**config.mk**
```make
export PLATFORM = sky130hd
export DESIGN_NAME = serial_rx_unit
export DESIGN_NICKNAME = d
export VERILOG_FILES = /design/src/rtl/srx_pkg.sv /design/src/rtl/srx_line_in.sv /design/src/rtl/srx_framer.sv /design/src/rtl/srx_idle_watch.sv /design/src/rtl/srx_out_slot.sv /design/src/rtl/serial_rx_unit.sv
export SDC_FILE = /design/constraint.sdc
export NUM_CORES = 1
export LEC_CHECK = 0
export ABC_AREA = 1
export BUFFER_PORTS_ARGS = -buffer_cell sky130_fd_sc_hd__buf_2
export CORE_ASPECT_RATIO = 0.8
export CORE_MARGIN = 1.5
export CORE_UTILIZATION = 58
export CTS_BUF_LIST = sky130_fd_sc_hd__clkbuf_2 sky130_fd_sc_hd__clkbuf_4 sky130_fd_sc_hd__clkbuf_8
export CTS_CLUSTER_SIZE = 8
export DETAILED_ROUTE_END_ITERATION = 7
export PLACE_DENSITY = 0.78
export SKIP_CTS_REPAIR_TIMING = 1
export SYNTH_ARGS = -nofsm -noshare
export SYNTH_HDL_FRONTEND = slang
export SYNTH_SLANG_ARGS = --single-unit
```
**constraint.sdc**
```tcl
create_clock -name clk -period 4.8 [get_ports clk]
set_input_delay 0.48 -clock clk [delete_from_list [all_inputs] [get_ports clk]]
set_output_delay 0.48 -clock clk [all_outputs]
set_load 0.01 [all_outputs]
```
**src/rtl/srx_pkg.sv**
```systemverilog
package srx_pkg;

    localparam int DATA_W   = 8;
    localparam int WORD_W   = 16;

    // Field positions of the delivered character word
    localparam int POS_PERR = 10;
    localparam int POS_BRK  = 11;
    localparam int POS_FERR = 12;
    localparam int POS_OVR  = 13;
    localparam int POS_ERR  = 14;

    typedef enum logic [2:0] {
        S_HUNT,
        S_START,
        S_DATA,
        S_PAR,
        S_STOP1,
        S_STOP2,
        S_WAITHI
    } rx_state_t;

    typedef struct packed {
        logic [DATA_W-1:0] data;
        logic              par_err;
        logic              brk;
        logic              frm_err;
    } rx_char_t;

    function automatic logic maj3(input logic a, input logic b, input logic c);
        return (a & b) | (a & c) | (b & c);
    endfunction

    // Bits in one frame: start + data + optional parity + stop(s)
    function automatic int unsigned frame_bits(input logic len8, input logic par,
                                               input logic two);
        return 32'd9 + 32'(len8) + 32'(par) + 32'(two);
    endfunction

    function automatic int unsigned idle_ticks(input logic [1:0] sel, input logic len8,
                                               input logic par, input logic two,
                                               input int unsigned os_rate);
        return (32'd4 << sel) * frame_bits(len8, par, two) * os_rate;
    endfunction

    function automatic logic [WORD_W-2:0] pack_body(input rx_char_t c, input logic ovr);
        logic [WORD_W-2:0] b;
        b                 = '0;
        b[DATA_W-1:0]     = c.data;
        b[POS_PERR]       = c.par_err;
        b[POS_BRK]        = c.brk;
        b[POS_FERR]       = c.frm_err;
        b[POS_OVR]        = ovr;
        b[POS_ERR]        = c.par_err | c.brk | c.frm_err | ovr;
        return b;
    endfunction

endpackage

```
**src/rtl/srx_line_in.sv**
```systemverilog
module srx_line_in #(
    parameter int SYNC_STAGES = 2
) (
    input  logic clk,
    input  logic rst,
    input  logic rxd_pin,
    input  logic invert,
    output logic rx_bit
);

    logic [SYNC_STAGES-1:0] sync_q;

    // Inversion sits ahead of the synchronizer so every sample sees the corrected level
    always_ff @(posedge clk) begin
        if (rst) begin
            sync_q <= '1;
        end else begin
            sync_q <= {sync_q[SYNC_STAGES-2:0], rxd_pin ^ invert};
        end
    end

    assign rx_bit = sync_q[SYNC_STAGES-1];

endmodule

```
**src/rtl/srx_framer.sv**
```systemverilog
module srx_framer
    import srx_pkg::*;
#(
    parameter int OS_RATE = 16
) (
    input  logic     clk,
    input  logic     rst,
    input  logic     tick,
    input  logic     rx_bit,
    input  logic     cfg_len8,
    input  logic     cfg_par_en,
    input  logic     cfg_par_odd,
    input  logic     cfg_two_stop,
    output logic     char_done,
    output rx_char_t char_out,
    output logic     line_idle
);

    localparam int CNT_W = $clog2(OS_RATE);
    localparam int MID   = OS_RATE / 2;
    localparam int IDX_W = $clog2(DATA_W);
    localparam logic [CNT_W-1:0] SMP_FIRST = CNT_W'(MID - 1);
    localparam logic [CNT_W-1:0] SMP_LAST  = CNT_W'(MID + 1);
    localparam logic [CNT_W-1:0] CNT_TOP   = CNT_W'(OS_RATE - 1);
    localparam logic [CNT_W-1:0] CNT_ONE   = CNT_W'(1);

    rx_state_t         st;
    logic [CNT_W-1:0]  cnt;
    logic [1:0]        votes;
    logic [IDX_W-1:0]  idx;
    logic [DATA_W-1:0] data_r;
    logic              par_r;
    logic              done_r;
    rx_char_t          char_r;

    logic              in_bit;
    logic              vote;
    logic              at_mid;
    logic              at_end;
    logic [IDX_W-1:0]  last_idx;
    logic              data_zero;
    logic              par_bad;

    always_comb begin
        in_bit    = (st == S_START) || (st == S_DATA) || (st == S_PAR) ||
                    (st == S_STOP1) || (st == S_STOP2);
        vote      = maj3(votes[1], votes[0], rx_bit);
        at_mid    = tick && in_bit && (cnt == SMP_LAST);
        at_end    = tick && in_bit && (cnt == CNT_TOP);
        last_idx  = cfg_len8 ? IDX_W'(DATA_W - 1) : IDX_W'(DATA_W - 2);
        data_zero = (data_r == '0);
        par_bad   = cfg_par_en && (^data_r ^ par_r ^ cfg_par_odd);
    end

    always_ff @(posedge clk) begin
        if (rst) begin
            st     <= S_HUNT;
            cnt    <= '0;
            votes  <= '0;
            idx    <= '0;
            data_r <= '0;
            par_r  <= 1'b0;
            done_r <= 1'b0;
            char_r <= '0;
        end else begin
            done_r <= 1'b0;
            if (tick && in_bit) begin
                if (cnt >= SMP_FIRST && cnt <= SMP_LAST) begin
                    votes <= {votes[0], rx_bit};
                end
                cnt <= (cnt == CNT_TOP) ? '0 : cnt + CNT_ONE;
            end
            case (st)
                S_HUNT: begin
                    if (tick && !rx_bit) begin
                        st     <= S_START;
                        cnt    <= CNT_ONE;
                        idx    <= '0;
                        data_r <= '0;
                        par_r  <= 1'b0;
                    end
                end
                S_START: begin
                    if (at_mid && vote) begin
                        st <= S_HUNT;
                    end else if (at_end) begin
                        st <= S_DATA;
                    end
                end
                S_DATA: begin
                    if (at_mid) begin
                        data_r[idx] <= vote;
                    end
                    if (at_end) begin
                        if (idx == last_idx) begin
                            st <= cfg_par_en ? S_PAR : S_STOP1;
                        end else begin
                            idx <= idx + 1'b1;
                        end
                    end
                end
                S_PAR: begin
                    if (at_mid) begin
                        par_r <= vote;
                    end
                    if (at_end) begin
                        st <= S_STOP1;
                    end
                end
                S_STOP1: begin
                    if (at_mid) begin
                        if (!vote) begin
                            done_r <= 1'b1;
                            char_r <= '{data: data_r, par_err: par_bad,
                                        brk: data_zero && (!cfg_par_en || !par_r),
                                        frm_err: 1'b1};
                            st     <= S_WAITHI;
                        end else if (!cfg_two_stop) begin
                            done_r <= 1'b1;
                            char_r <= '{data: data_r, par_err: par_bad,
                                        brk: 1'b0, frm_err: 1'b0};
                            st     <= S_HUNT;
                        end
                    end else if (at_end) begin
                        st <= S_STOP2;
                    end
                end
                S_STOP2: begin
                    if (at_mid) begin
                        done_r <= 1'b1;
                        char_r <= '{data: data_r, par_err: par_bad,
                                    brk: 1'b0, frm_err: !vote};
                        st     <= vote ? S_HUNT : S_WAITHI;
                    end
                end
                S_WAITHI: begin
                    if (tick && rx_bit) begin
                        st <= S_HUNT;
                    end
                end
                default: st <= S_HUNT;
            endcase
        end
    end

    assign char_done = done_r;
    assign char_out  = char_r;
    assign line_idle = (st == S_HUNT);


    start_on_low_chk: assert property (@(posedge clk) disable iff (rst)
        (st == S_HUNT && tick && rx_bit) |=> (st == S_HUNT));


    brk_implies_frm_chk: assert property (@(posedge clk) disable iff (rst)
        (done_r && char_r.brk) |-> (char_r.frm_err && char_r.data == '0));


    short_char_chk: assert property (@(posedge clk) disable iff (rst)
        (done_r && !cfg_len8) |-> !char_r.data[DATA_W-1]);

endmodule

```
**src/rtl/srx_idle_watch.sv**
```systemverilog
module srx_idle_watch
    import srx_pkg::*;
#(
    parameter int OS_RATE = 16,
    parameter int CNT_W   = 14
) (
    input  logic       clk,
    input  logic       rst,
    input  logic       tick,
    input  logic       line_idle,
    input  logic       char_done,
    input  logic [1:0] cfg_idle_sel,
    input  logic       cfg_len8,
    input  logic       cfg_par_en,
    input  logic       cfg_two_stop,
    output logic       idle_hit
);

    logic             armed;
    logic [CNT_W-1:0] cnt;
    logic [CNT_W-1:0] limit;

    always_comb begin
        limit = CNT_W'(idle_ticks(cfg_idle_sel, cfg_len8, cfg_par_en, cfg_two_stop,
                                  32'(OS_RATE)));
    end

    always_ff @(posedge clk) begin
        if (rst) begin
            armed    <= 1'b0;
            cnt      <= '0;
            idle_hit <= 1'b0;
        end else begin
            if (!line_idle) begin
                cnt      <= '0;
                idle_hit <= 1'b0;
            end else if (armed && tick) begin
                if (cnt == limit - 1'b1) begin
                    idle_hit <= 1'b1;
                    armed    <= 1'b0;
                    cnt      <= '0;
                end else begin
                    cnt <= cnt + 1'b1;
                end
            end
            if (char_done) begin
                armed <= 1'b1;
            end
        end
    end


    idle_clears_on_rx_chk: assert property (@(posedge clk) disable iff (rst)
        !line_idle |=> !idle_hit);

endmodule

```
**src/rtl/srx_out_slot.sv**
```systemverilog
module srx_out_slot
    import srx_pkg::*;
(
    input  logic              clk,
    input  logic              rst,
    input  logic              char_done,
    input  rx_char_t          char_in,
    input  logic              out_ready,
    output logic              out_valid,
    output logic [WORD_W-1:0] out_word
);

    logic              valid_r;
    logic              pend_ovr;
    logic [WORD_W-2:0] body_r;
    logic              take;

    assign take = char_done && (!valid_r || out_ready);

    always_ff @(posedge clk) begin
        if (rst) begin
            valid_r  <= 1'b0;
            pend_ovr <= 1'b0;
            body_r   <= '0;
        end else begin
            if (take) begin
                valid_r  <= 1'b1;
                body_r   <= pack_body(char_in, pend_ovr);
                pend_ovr <= 1'b0;
            end else begin
                if (char_done) begin
                    pend_ovr <= 1'b1;
                end
                if (valid_r && out_ready) begin
                    valid_r <= 1'b0;
                end
            end
        end
    end

    assign out_valid = valid_r;
    assign out_word  = {valid_r, body_r};


    hold_while_stalled_chk: assert property (@(posedge clk) disable iff (rst)
        (out_valid && !out_ready) |=> (out_valid && $stable(out_word)));

endmodule

```
**src/rtl/serial_rx_unit.sv**
```systemverilog
module serial_rx_unit
    import srx_pkg::*;
#(
    parameter int OS_RATE     = 16,
    parameter int SYNC_STAGES = 2,
    parameter int IDLE_CNT_W  = 14
) (
    input  logic              clk,
    input  logic              rst,
    input  logic              os_tick,
    input  logic              rxd,
    input  logic              cfg_len8,
    input  logic              cfg_par_en,
    input  logic              cfg_par_odd,
    input  logic              cfg_two_stop,
    input  logic [1:0]        cfg_idle_sel,
    input  logic              cfg_rx_invert,
    output logic              out_valid,
    input  logic              out_ready,
    output logic [WORD_W-1:0] out_word,
    output logic              line_idle,
    output logic              idle_hit
);

    logic     rx_bit;
    logic     char_done;
    rx_char_t char_data;

    srx_line_in #(.SYNC_STAGES(SYNC_STAGES)) u_line_in (
        .clk     (clk),
        .rst     (rst),
        .rxd_pin (rxd),
        .invert  (cfg_rx_invert),
        .rx_bit  (rx_bit)
    );

    srx_framer #(.OS_RATE(OS_RATE)) u_framer (
        .clk          (clk),
        .rst          (rst),
        .tick         (os_tick),
        .rx_bit       (rx_bit),
        .cfg_len8     (cfg_len8),
        .cfg_par_en   (cfg_par_en),
        .cfg_par_odd  (cfg_par_odd),
        .cfg_two_stop (cfg_two_stop),
        .char_done    (char_done),
        .char_out     (char_data),
        .line_idle    (line_idle)
    );

    srx_idle_watch #(.OS_RATE(OS_RATE), .CNT_W(IDLE_CNT_W)) u_idle (
        .clk          (clk),
        .rst          (rst),
        .tick         (os_tick),
        .line_idle    (line_idle),
        .char_done    (char_done),
        .cfg_idle_sel (cfg_idle_sel),
        .cfg_len8     (cfg_len8),
        .cfg_par_en   (cfg_par_en),
        .cfg_two_stop (cfg_two_stop),
        .idle_hit     (idle_hit)
    );

    srx_out_slot u_slot (
        .clk       (clk),
        .rst       (rst),
        .char_done (char_done),
        .char_in   (char_data),
        .out_ready (out_ready),
        .out_valid (out_valid),
        .out_word  (out_word)
    );


    reserved_zero_chk: assert property (@(posedge clk) disable iff (rst)
        out_valid |-> (out_word[9:8] == 2'b00));

endmodule

```
==> metrics <==
status finished clean; CTS root buf clkbuf_8; largest net degree at the start of global routing 28; Synth Cell Area 3923 um2; setup_tns 0 ns; Max VDD drop 221.4 uV; RSZ-0062 raised after global routing no; DIE HEIGHT 76.56 um; DR pass1 iterations 5; Starting Density 0.6059; TritonCTS Buffers 9; clock group share of total power 0.311; slew margin rel. 0.4933; fraction of registers with async set or reset after synthesis 0; Post-DP HPWL 6125 um; kind of critical path in -> reg; GR Util All Layers 0.2472; # rows 26; routed vias/inst 5.332; Int Pwr around 0.97 mW; # setup viols final 0; drt total wl 8227 um; Critical Path AT 4.42 ns; Worst Skew approximately 0.0064 ns; via count 3,482; Clock Path Buffers 2; number of global-route vias before repair roughly 3,200; Hold Fails Final Rpt 0; Final Power 1.546 mW; worst skew pair latency roughly 0.34 ns; commonest non-fill, non-tap cell in the layout inv_1; port buffer count 28; clk sinks 66; minimum clock period after layout 4.200 ns; worst path required time between 5 and 6 ns; dpl ws 0.2590 ns; Final Wtd Congestion 0.8991; register share of total power 0.391; Final Slew Violations 0; CTS clk-pin slew, worst paths 0.08 ns; Die Wd 94.95 um; share of cells above drive strength 1 0.1599; Synth Warn # 0; Slew @ Worst Pin around 0.75 ns; Syn-to-layout area delta 9.187%; share of the yosys chip area belonging to registers 0.3368; Pwr Density between 300 and 400 nW/um2; Max FO, Critical Path 12; final worst slack about 0.60 ns; most frequent cells in the layout inv_1 (80), nand2_1 (72), nor2_1 (68), dfxtp_1 (66), a21oi_1 (37); ys flop type dfxtp_1; switch share 0.3701; part of the cycle the worst path needs 0.8751; filler instances around 560; Static Leak 1.941 nW; TritonCTS clock tree yes; HP Class in -> reg; startpoint class of the critical path primary input; I/O pin cnt 31; Synth Register Bits 66; # nets final ~610; f_max ~240 MHz; DR WL/cell approximately 13 um; Post-synth EDFFs 0; Sw Pwr about 0.57 mW; Mapped Cells 538; Routed Antenna Nets 0; core footprint 6474 um2; H-tree depth 3; gr ovfl total 0; DIE AREA 7269 um2; mean post-synth cell area 7.291 um2; number of antenna violations at the first check in global routing 0; n_diodes 0; Max-cap violations 0; residual DRC count 0; Critical Path End Type flop; first-pass GRT wire length approximately 14,000 um; logic gate share of total power 0.298; initial drt markers 234; post-synthesis cell type count 43
[critical path, cell delays in order]
cell and delay, ns:
buf_2 0.11, inv_1 0.08, fa_1 0.38, inv_1 0.06, ha_1 0.15, nand2_1 0.08
fa_1 0.54, inv_1 0.04, ha_1 0.28, ha_1 0.34, fa_1 0.63, inv_1 0.08
nand3_1 0.11, inv_1 0.06, nand2_1 0.08, nand2_1 0.06, nand2_1 0.05, nand2_1 0.04
inv_1 0.04, nand3_1 0.12, nor2_4 0.12, nand3_2 0.08, nand2_2 0.29, nor3b_1 0.09
[cells in the mapped netlist (2+ instances only)]
master     number  area, um2
dfxtp_1        66       1321
o21ai_0        32      160.2
nor3b_1         2      15.01
nand3_1        25      125.1
nand2_2         9      56.30
nor3_1          9      45.04
ha_1           25      312.8
xnor2_1         6      52.55
inv_2           6      22.52
a211oi_1        3      22.52
buf_1           2      7.510
nor2_2         14      87.58
o2111ai_1       2      17.52
buf_4           3      22.52
a21oi_2         2      17.52
xor2_1         11      96.34
clkbuf_1        5      18.77
nand4_1        17      106.4
inv_4           2      12.51
o21ai_1        14      70.07
inv_1          80      300.3
a31o_2          2      17.52
nand2_1        72      270.3
fa_1            4      80.08
nor2_1         68      255.2
buf_6           2      22.52
nor2_4          3      33.78
a21oi_1        37      185.2
[power groups by stage]
stage / Clock, mW / Sequential, mW / Combinational [mW]
global placement: 0 / 0.616 / 0.440
CTS: 0.486 / 0.604 / 0.456
global route: 0.513 / 0.609 / 0.524
finish: 0.480 / 0.604 / 0.461
floorplan: 0 / 0.601 / 0.392
detailed placement: 0 / 0.617 / 0.452
[stage by stage]
stage,cell area [um2],cells,hold WS [ns],utilization
after global routing,4283,653,0.3604,0.6616
after detailed placement,4080,637,0.4139,0.6303
after CTS,4283,653,0.3464,0.6616
after floorplan,3926,539,0.3895,-
after global placement,4080,637,0.4180,0.6303
final,4283,653,0.3553,0.6616
[final cells by class]
type                    instances  area (um2)  share of cell area
well taps                      84       105.1             0.02454
multi-input cells             371        2178              0.5086
inverters                      88       335.3             0.07829
flip-flops and latches         66        1321              0.3085
clock inverters                 6       65.06             0.01519
repair buffers                 28       140.1             0.03272
clock buffers                  10       137.6             0.03214
[registers in the layout (all words and copies together) (netlist names), 2 cells and up]
| signal | flops |
|---|---|
| u_framer.idx | 3 |
| u_framer.st | 3 |
| u_framer.data_r | 8 |
| u_slot.body_r | 13 |
| u_framer.cnt | 4 |
| u_framer.votes | 2 |
| u_line_in.sync_q | 2 |
| u_framer.char_out | 11 |
| u_idle.cnt | 14 |
[kinds of logic (layout without fill, tap and decap cells)]
logic type               after synthesis  in the layout  share of synthesized area
other                                  1              2                  0.0009560
AO/OA/AOI/OAI                         97             97                     0.1381
AND/OR/NAND/NOR                      226            226                     0.2772
XOR/XNOR                              17             17                    0.03796
adder cells (fa/ha/maj)               29             29                     0.1002
flip-flops                            66             66                     0.3368
buffers and inverters                102            132                     0.1088
[path summary, 6_finish.rpt]
path,startpoint,to,slack [ns],cells past startpoint
worst min register to register,u_line_in.sync_q[0]$_SDFF_PP1_,u_line_in.sync_q[1]$_SDFF_PP1_,0.45,1
worst max register to register,u_idle.cnt[0]$_SDFFE_PP0P_,u_idle.cnt[2]$_SDFFE_PP0P_,2.73,10
worst min-delay path,rxd,u_line_in.sync_q[0]$_SDFF_PP1_,0.36,3
worst max-delay path,cfg_par_en,u_idle.cnt[2]$_SDFFE_PP0P_,0.60,24
[per-layer routing]
| layer | vias up | track usage | wire length [um] |
|---|---|---|---|
| li1 | 1796 | - | - |
| met5 | - | 0 | 0 |
| met1 | 1578 | 0.3574 | 4199 |
| met4 | 0 | 0.06716 | 53 |
| met2 | 103 | 0.3564 | 3479 |
| met3 | 5 | 0.07086 | 494 |
Note: power is estimated with default switching activity, not from simulation.
